### config.mk
export PLATFORM = sky130hd
export DESIGN_NAME = octal_loader
export DESIGN_NICKNAME = d
export VERILOG_FILES = /design/src/rtl/loader_pkg.sv /design/src/rtl/char_classifier.sv /design/src/rtl/word_shifter.sv /design/src/rtl/loader_ctrl.sv /design/src/rtl/octal_loader.sv
export SDC_FILE = /design/constraint.sdc
export NUM_CORES = 1
export LEC_CHECK = 0
export CAP_MARGIN = 25
export CORE_MARGIN = 2
export CORE_UTILIZATION = 30
export CTS_BUF_LIST = sky130_fd_sc_hd__clkbuf_2
export DETAILED_ROUTE_END_ITERATION = 6
export DONT_BUFFER_PORTS = 1
export PLACE_DENSITY = 0.52
export SYNTH_ARGS = -nofsm -noshare
export SYNTH_HDL_FRONTEND = slang
export SYNTH_SLANG_ARGS = --single-unit
### constraint.sdc
create_clock -name clk -period 3.95 [get_ports clk]
set_input_delay 0 -clock clk [delete_from_list [all_inputs] [get_ports clk]]
set_output_delay 0 -clock clk [all_outputs]
set_load 0.005 [all_outputs]
### src/rtl/loader_pkg.sv
package loader_pkg;

    typedef enum logic [1:0] {
        ST_ACCEPT,
        ST_WRITE,
        ST_FINISHED
    } ldr_state_t;

    typedef enum logic [2:0] {
        CH_DIGIT,
        CH_SETADDR,
        CH_STORE,
        CH_END,
        CH_SKIP,
        CH_BAD
    } chr_kind_t;

    localparam logic [7:0] CODE_ZERO   = 8'h30;
    localparam logic [7:0] CODE_SEVEN  = 8'h37;
    localparam logic [7:0] CODE_SLASH  = 8'h2F;
    localparam logic [7:0] CODE_CR     = 8'h0D;
    localparam logic [7:0] CODE_LF     = 8'h0A;
    localparam logic [7:0] CODE_DOLLAR = 8'h24;
    localparam logic [7:0] CODE_SPACE  = 8'h20;
    localparam logic [7:0] CODE_NUL    = 8'h00;
    localparam logic [7:0] CODE_RUBOUT = 8'h7F;

endpackage

### src/rtl/char_classifier.sv
module char_classifier
    import loader_pkg::*;
(
    input  logic [7:0] chr,
    output chr_kind_t  kind,
    output logic [2:0] digit
);

    always_comb begin
        digit = chr[2:0];
        if (chr >= CODE_ZERO && chr <= CODE_SEVEN) begin
            kind = CH_DIGIT;
        end else if (chr == CODE_SLASH) begin
            kind = CH_SETADDR;
        end else if (chr == CODE_CR || chr == CODE_LF) begin
            kind = CH_STORE;
        end else if (chr == CODE_DOLLAR) begin
            kind = CH_END;
        end else if (chr == CODE_SPACE || chr == CODE_NUL || chr == CODE_RUBOUT) begin
            kind = CH_SKIP;
        end else begin
            kind = CH_BAD;
        end
    end

endmodule

### src/rtl/word_shifter.sv
module word_shifter #(
    parameter int WORD_W = 18
) (
    input  logic              clk,
    input  logic              rst_n,
    input  logic              shift_en,
    input  logic              clear_en,
    input  logic [2:0]        digit,
    output logic [WORD_W-1:0] acc
);

    localparam int KEEP_W = WORD_W - 3;

    logic [WORD_W-1:0] acc_q;

    always_ff @(posedge clk) begin
        if (!rst_n) begin
            acc_q <= '0;
        end else if (clear_en) begin
            acc_q <= '0;
        end else if (shift_en) begin
            acc_q <= {acc_q[KEEP_W-1:0], digit};
        end
    end

    assign acc = acc_q;

    // after a clear the next cycle starts from zero
    a_r7_clear_zero: assert property (@(posedge clk) disable iff (!rst_n)
        clear_en |=> acc == '0);

    // no shift and no clear leaves the word untouched
    a_r9_hold: assert property (@(posedge clk) disable iff (!rst_n)
        (!shift_en && !clear_en) |=> $stable(acc));

endmodule

### src/rtl/loader_ctrl.sv
module loader_ctrl
    import loader_pkg::*;
#(
    parameter int WORD_W = 18,
    parameter int ADDR_W = 15
) (
    input  logic              clk,
    input  logic              rst_n,
    input  logic              in_valid,
    input  chr_kind_t         kind,
    input  logic [WORD_W-1:0] acc,
    input  logic              mem_ack,
    output logic              in_ready,
    output logic              take,
    output logic              mem_req,
    output logic [ADDR_W-1:0] mem_addr,
    output logic [WORD_W-1:0] mem_data,
    output logic              load_done,
    output logic              char_err
);

    ldr_state_t        state_q, state_d;
    logic [ADDR_W-1:0] addr_q;
    logic [WORD_W-1:0] data_q;
    logic              err_q;
    logic [ADDR_W-1:0] acc_as_addr;

    generate
        if (ADDR_W <= WORD_W) begin : g_trunc
            assign acc_as_addr = acc[ADDR_W-1:0];
        end else begin : g_pad
            assign acc_as_addr = {{(ADDR_W-WORD_W){1'b0}}, acc};
        end
    endgenerate

    assign take = in_valid && in_ready;

    // state register
    always_ff @(posedge clk) begin
        if (!rst_n) begin
            state_q <= ST_ACCEPT;
        end else begin
            state_q <= state_d;
        end
    end

    // next state
    always_comb begin
        state_d = state_q;
        unique case (state_q)
            ST_ACCEPT: begin
                if (take && kind == CH_STORE) begin
                    state_d = ST_WRITE;
                end else if (take && kind == CH_END) begin
                    state_d = ST_FINISHED;
                end
            end
            ST_WRITE: begin
                if (mem_ack) begin
                    state_d = ST_ACCEPT;
                end
            end
            ST_FINISHED: state_d = ST_FINISHED;
            default:     state_d = ST_ACCEPT;
        endcase
    end

    // outputs decoded from state
    always_comb begin
        in_ready  = 1'b0;
        mem_req   = 1'b0;
        load_done = 1'b0;
        unique case (state_q)
            ST_ACCEPT:   in_ready  = 1'b1;
            ST_WRITE:    mem_req   = 1'b1;
            ST_FINISHED: load_done = 1'b1;
            default:     in_ready  = 1'b0;
        endcase
    end

    // datapath registers
    always_ff @(posedge clk) begin
        if (!rst_n) begin
            addr_q <= '0;
            data_q <= '0;
            err_q  <= 1'b0;
        end else begin
            if (state_q == ST_WRITE && mem_ack) begin
                addr_q <= addr_q + 1'b1;
            end else if (take && kind == CH_SETADDR) begin
                addr_q <= acc_as_addr;
            end
            if (take && kind == CH_STORE) begin
                data_q <= acc;
            end
            if (take && kind == CH_BAD) begin
                err_q <= 1'b1;
            end
        end
    end

    assign mem_addr = addr_q;
    assign mem_data = data_q;
    assign char_err = err_q;

    // request, address and data held until acknowledged
    a_r5_req_hold: assert property (@(posedge clk) disable iff (!rst_n)
        (mem_req && !mem_ack) |=> (mem_req && $stable(mem_addr) && $stable(mem_data)));

    // no byte taken while a store is pending
    a_r5_no_take: assert property (@(posedge clk) disable iff (!rst_n)
        mem_req |-> !in_ready);

    // acknowledge steps the address and ends the request
    a_r6_addr_step: assert property (@(posedge clk) disable iff (!rst_n)
        (mem_req && mem_ack) |=> (!mem_req && in_ready && mem_addr == $past(mem_addr) + 1'b1));

    // acknowledge only arrives with a request (input assumption)
    a_r6_ack_with_req: assert property (@(posedge clk) disable iff (!rst_n)
        mem_ack |-> mem_req);

    // end of load is permanent
    a_r8_done_sticky: assert property (@(posedge clk) disable iff (!rst_n)
        load_done |=> (load_done && !in_ready));

    // error flag never clears
    a_r10_err_sticky: assert property (@(posedge clk) disable iff (!rst_n)
        char_err |=> char_err);

    // at most one of the state outputs active
    a_r1_one_state: assert property (@(posedge clk) disable iff (!rst_n)
        $onehot0({in_ready, mem_req, load_done}));

endmodule

### src/rtl/octal_loader.sv
module octal_loader
    import loader_pkg::*;
#(
    parameter int WORD_W = 18,
    parameter int ADDR_W = 15
) (
    input  logic              clk,
    input  logic              rst_n,
    input  logic              in_valid,
    input  logic [7:0]        in_byte,
    output logic              in_ready,
    output logic              mem_req,
    output logic [ADDR_W-1:0] mem_addr,
    output logic [WORD_W-1:0] mem_data,
    input  logic              mem_ack,
    output logic              load_done,
    output logic              char_err
);

    chr_kind_t         kind;
    logic [2:0]        digit;
    logic [WORD_W-1:0] acc;
    logic              take;
    logic              shift_en;
    logic              clear_en;

    char_classifier u_class (
        .chr   (in_byte),
        .kind  (kind),
        .digit (digit)
    );

    assign shift_en = take && kind == CH_DIGIT;
    assign clear_en = take && (kind == CH_SETADDR || kind == CH_STORE || kind == CH_END);

    word_shifter #(.WORD_W(WORD_W)) u_shift (
        .clk      (clk),
        .rst_n    (rst_n),
        .shift_en (shift_en),
        .clear_en (clear_en),
        .digit    (digit),
        .acc      (acc)
    );

    loader_ctrl #(.WORD_W(WORD_W), .ADDR_W(ADDR_W)) u_ctrl (
        .clk       (clk),
        .rst_n     (rst_n),
        .in_valid  (in_valid),
        .kind      (kind),
        .acc       (acc),
        .mem_ack   (mem_ack),
        .in_ready  (in_ready),
        .take      (take),
        .mem_req   (mem_req),
        .mem_addr  (mem_addr),
        .mem_data  (mem_data),
        .load_done (load_done),
        .char_err  (char_err)
    );

endmodule

# Word-level counts from Yosys, hierarchy flattened
# Cells that the tools add are included.
# op_classes
n_reduce_logical	20
eq_ne	14
mux	14
magnitude_cmp	2
bitwise_logic	1
n_addsub	1
# op_table
cell	count
15-bit 2-to-1 mux	2
8-bit by 6-bit equality test with 1-bit output, second input constant	3
8-bit by 4-bit equality test with 1-bit output, second input constant	2
15-bit by 1-bit adder with 15-bit output, second input constant	1
3-bit 2-to-1 mux	4
1-bit logical AND	9
8-bit by 7-bit equality test with 1-bit output, second input constant	1
8-bit by 6-bit >= comparator with 1-bit output, second input constant	1
8-bit by 6-bit less-or-equal comparator with 1-bit output, second input constant	1
8-bit logical NOT	1
3-bit by 2-bit equality test with 1-bit output, second input constant	2
2-bit 2-to-1 mux	3
2-bit case mux with 3 select lines	1
1-bit logical OR	5
1-bit 2-to-1 mux	4
3-bit by 1-bit equality test with 1-bit output, second input constant	1
3-bit equality test, second input constant	1
3-bit logical NOT	1
3-bit by 1-bit inequality test with 1-bit output, second input constant	1
2-bit by 1-bit equality test with 1-bit output, second input constant	1
2-bit equality test, second input constant	1
2-bit logical NOT	1
2-bit inequality test, second input constant	1
2-bit AND reduction	1
3 further kinds	3
# totals
output_inout_bits	37
inputBits	12
word_cells	57
reg_bits	54

# Logic depth before layout (Yosys ltp)
# depth
word_depth	13
ltp_mapped	8
ltp_nobuf	6

# Hierarchy
# From an unflattened synthesis, not the netlist that was laid out.
# hier_totals
cells_unflattened	268
area_unflattened_um2	2493.6
# by_module_without_submodules
module	area_per_inst_um2	seq_area_each_um2	n_inst	cells_per_inst
loader_ctrl	1639.1	720.7	1	181
word_shifter	668.1	360.3	1	59
char_classifier	155.1	0.0	1	24
octal_loader	31.3	0.0	1	4

# Worst setup path after synthesis
# No wires, ideal clock.
# synth_path
path_kind	register to register
from	reg u_ctrl.state_q[1]
to	reg u_ctrl.addr_q[13], in the netlist u_ctrl.mem_addr[13]
required_ns	3.830
n_path_buf	1
arrival_time_ns	1.639
path_slack_ns	2.191
setup_ns	0.120
stages_incl_launch_ff	7
period_less_slack_ns	1.759
path_cell_list	dfxtp_1 > or3b_4 > nor4_4 > nor2_2 > buf_6 > a22oi_1 > a21boi_1
# synth_between
elab_chain_cells	5
# synth_lines
item	line_no	rtl
start, declared	loader_ctrl.sv:22	ldr_state_t state_q, state_d;
start signal, assigned	loader_ctrl.sv:43	state_q <= state_d;
2-bit logical NOT	loader_ctrl.sv:73	unique case (state_q)
1-bit 2-to-1 mux	loader_ctrl.sv:73	
1-bit logical AND	loader_ctrl.sv:36	assign take = in_valid && in_ready;
1-bit logical AND	loader_ctrl.sv:90	end else if (take && kind == CH_SETADDR) begin
2-bit nonzero test (no line)	n/a	
end signal, assigned	loader_ctrl.sv:89	addr_q <= addr_q + 1'b1;
end signal, assigned	loader_ctrl.sv:91	addr_q <= acc_as_addr;
end, declared	loader_ctrl.sv:23	logic [ADDR_W-1:0] addr_q;
# Parallel ways exist; a longest one is shown, timed or not.
# A chain may end at the register's enable or synchronous reset.

# Final worst setup path
# layout_path
from	reg u_ctrl.state_q[0]
to	reg u_ctrl.err_q, in the netlist u_ctrl.char_err
# layout_between
elab_chain_cells	4
# layout_lines
item	line_no	rtl
2-bit logical NOT	loader_ctrl.sv:73	
1-bit 2-to-1 mux	loader_ctrl.sv:73	
1-bit logical AND	loader_ctrl.sv:36	
1-bit logical AND	loader_ctrl.sv:96	if (take && kind == CH_BAD) begin
end signal, assigned	loader_ctrl.sv:86	err_q <= 1'b0;
end signal, assigned	loader_ctrl.sv:97	err_q <= 1'b1;
end, declared	loader_ctrl.sv:25	logic err_q;
# No other way between the ends.

==> metrics.cfg <==
[worst_setup_path]
cp_max_fo = 5
required_ps = 4360
max_stage_delay_ps = 560
critical_path.slowest_cell = a2111oi_0
path_delay_family = compound AO/OA/AOI/OAI gates
crit_chain = or3b_4, a2111oi_0, o21a_1, dlygate4sd3_1
cp.arrival_ps = 2540
crit_type = reg2reg
critPathCaptureType = register
cp_num_buf_inv = 1
cp-start-kind = register

[die]
num_rows = 33
core_area_sq_um = 8175
dieArea_sq_um = 9162
die_w_um = 95.72
die_h_um = 95.72
ios = 49
start_util_pct = 30.87

[synth]
syn_nets = 287
yosys-mux-area-fraction_pct = 14.68
ys_seq_area_share_pct = 42.84
synth_ff_type = dfxtp_1
synth-compound-area-share_pct = 14.77
synthSimpleGateAreaFrac_pct = 22.06
async_flop_share_pct = 0
synth_top_family_by_area = simple AND/OR/NAND/NOR gates
syn_avg_cell_area_sq_um = 9.210
synth-xor-area-share_pct = 0.6941
netlist_instances = 274
yosysWarnings = 0
synth-adder-area-share_pct = 0.4958
synth_edf_count = 0
synthDistinctLibCells = 48
syn_area_sq_um = 2524
synth_seq_cells = 54

[route]
vias = 1982
drc = 0
drtPass1Iterations = 5
wl_per_cell_um = 15.02
wirelength_um = 5828
first_iter_violations = 78
ant_nets = 0
viasPerCell = 5.108

[global_routing]
grt_pass1_vias = 1905
grt_usage_pct = 13.68
grt-ovfl-total = 0
grt_pass1_wl_um = 9825
grt_max_degree = 38
antenna_found_initial = 0

[finish]
regArea_sq_um = 1081
final_nets = 295
multiInputGateArea_sq_um = 1336
drive_above_1_share_pct = 6.007
n_fill_cell = 856
diodes = 0
syn_to_final_growth_pct = 10.81

[placement]
dpl.hpwl_um = 3965
gp_congestion = 0.7955
port-buffer-count = 0

[clocking]
htreeDepth = 2
clkTransAtPathRegs_ps = 270
clockBufferDepth = 2
postCtsSetupBuffers = 0
cts_buffers = 5
clock-root-buffer = clkbuf_2
clkLatencyLatePin_ps = 440
cts_sinks = 54
cts_tree = built

[sta]
tightestPinTransition_ps = 989.6
fmax_mhz = 469.2
setup-violations-final = 0
tns_ps = 0
grt_setup_unrepaired = no
finalCritPeriodShare_pct = 53.95
fin_skew_ps = 8.093
period_needed_ps = 2131
relSlewSlack_pct = 33.87
finalHoldViolCount = 0
maxSlewViolCount = 0

[status]
status = finished, final reports clean

[power_and_ir_drop]
leakage_nw = 1.186
ir_drop_mv = 0.1225
power.density_nw_per_um2 = 291.4
total_power_w = 0.0008148

[min_path]
hold_path.class = in2reg

[flow_run]
cap_viol_max_count = 0

## registers in the layout (all words and copies together), names as in the netlist
signal and cells:
u_ctrl.char_err 1, u_ctrl.mem_data 18, u_shift.acc 18, u_ctrl.state_q 2, u_ctrl.mem_addr 15
## what timing repair did
action | in CTS | in global routing
resized for setup | 0 | 0
hold endpoints to repair | 54 | 0
hold buffers | 15 | 0
## routing by layer
metal	wire (um)	GRT usage, %
met1	2639	17.50
met2	2700	21.97
met3	419	4.777
met4	68	3.571
met5	0	0
## through the flow
step	hold WS (ps)	cell area [sq um]	instances	utilization, %	setup WS (ps)
2_1_floorplan	187.9	2524	274	-	2191
3_3_place_gp	121.2	2590	365	31.68	2032
3_5_place_dp	126.7	2590	365	31.68	1990
4_1_cts	54.18	2796	388	34.21	1896
5_1_grt	85.66	2796	388	34.21	1661
6_report	86.97	2796	388	34.21	1819
## worst min-delay path: stages
cell and delay (ps):
a21oi_1 60, o31ai_2 170, buf_4 220, nor2_1 70
## report_power, final
part	internal (W)	switching (W)
registers	0.000548	0.00000110
logic	0.0000240	0.0000202
clock network	0.0000437	0.000178
total	0.000616	0.000199
## logic make-up after synthesis
logic type | count (synthesis)
AND/OR/NAND/NOR | 102
AO/OA/AOI/OAI | 56
flip-flops | 54
multiplexers | 37
buffers and inverters | 22
XOR/XNOR | 2
adder cells (fa/ha/maj) | 1
## final cells by class
type | count | share of cell area [%]
inverters | 5 | 0.6711
flip-flops and latches | 54 | 38.66
well taps | 105 | 4.698
repair buffers | 18 | 6.532
clock inverters | 3 | 0.7606
multi-input cells | 198 | 47.79
clock buffers | 5 | 0.8949
## synth_stat cells, types with 6 or more instances
library cell	number	share of area, %
clkbuf_1	9	1.3
o21ai_1	9	1.8
dfxtp_1	54	43
nor2_1	33	4.9
nor3_1	6	1.2
nor4_1	6	1.5
nand2_1	10	1.5
a21boi_1	13	3.9
nor2b_1	21	5.2
mux2i_1	37	15
a21oi_1	10	2.0
## final timing paths
path,start,to,slack [ps],cells after the start
min,in_byte[2],u_shift.acc[4],90,4
max,u_ctrl.state_q[0],u_ctrl.char_err,1820,4
min reg2reg,u_ctrl.mem_addr[14],u_ctrl.mem_addr[14],520,2
max reg2reg,u_ctrl.state_q[0],u_ctrl.char_err,1820,4
## cells in the final DEF (no fill, tap or decap), types with 2 or more instances in the layout
cell	count
mux2i_1	37
nand2_1	10
nor3b_1	3
nor4_1	6
o21ai_0	5
a21oi_1	10
nor3_1	6
a32oi_1	5
inv_1	5
a21boi_1	13
o21ai_1	9
buf_4	3
nand4_1	2
clkbuf_2	5
a31oi_1	4
dlygate4sd3_1	14
a22oi_1	2
nor4b_1	2
and3_1	5
dfxtp_1	54
nor2b_1	21
nor2_1	33
nand3_1	3
No activity file was read; power rests on OpenSTA's default activity.
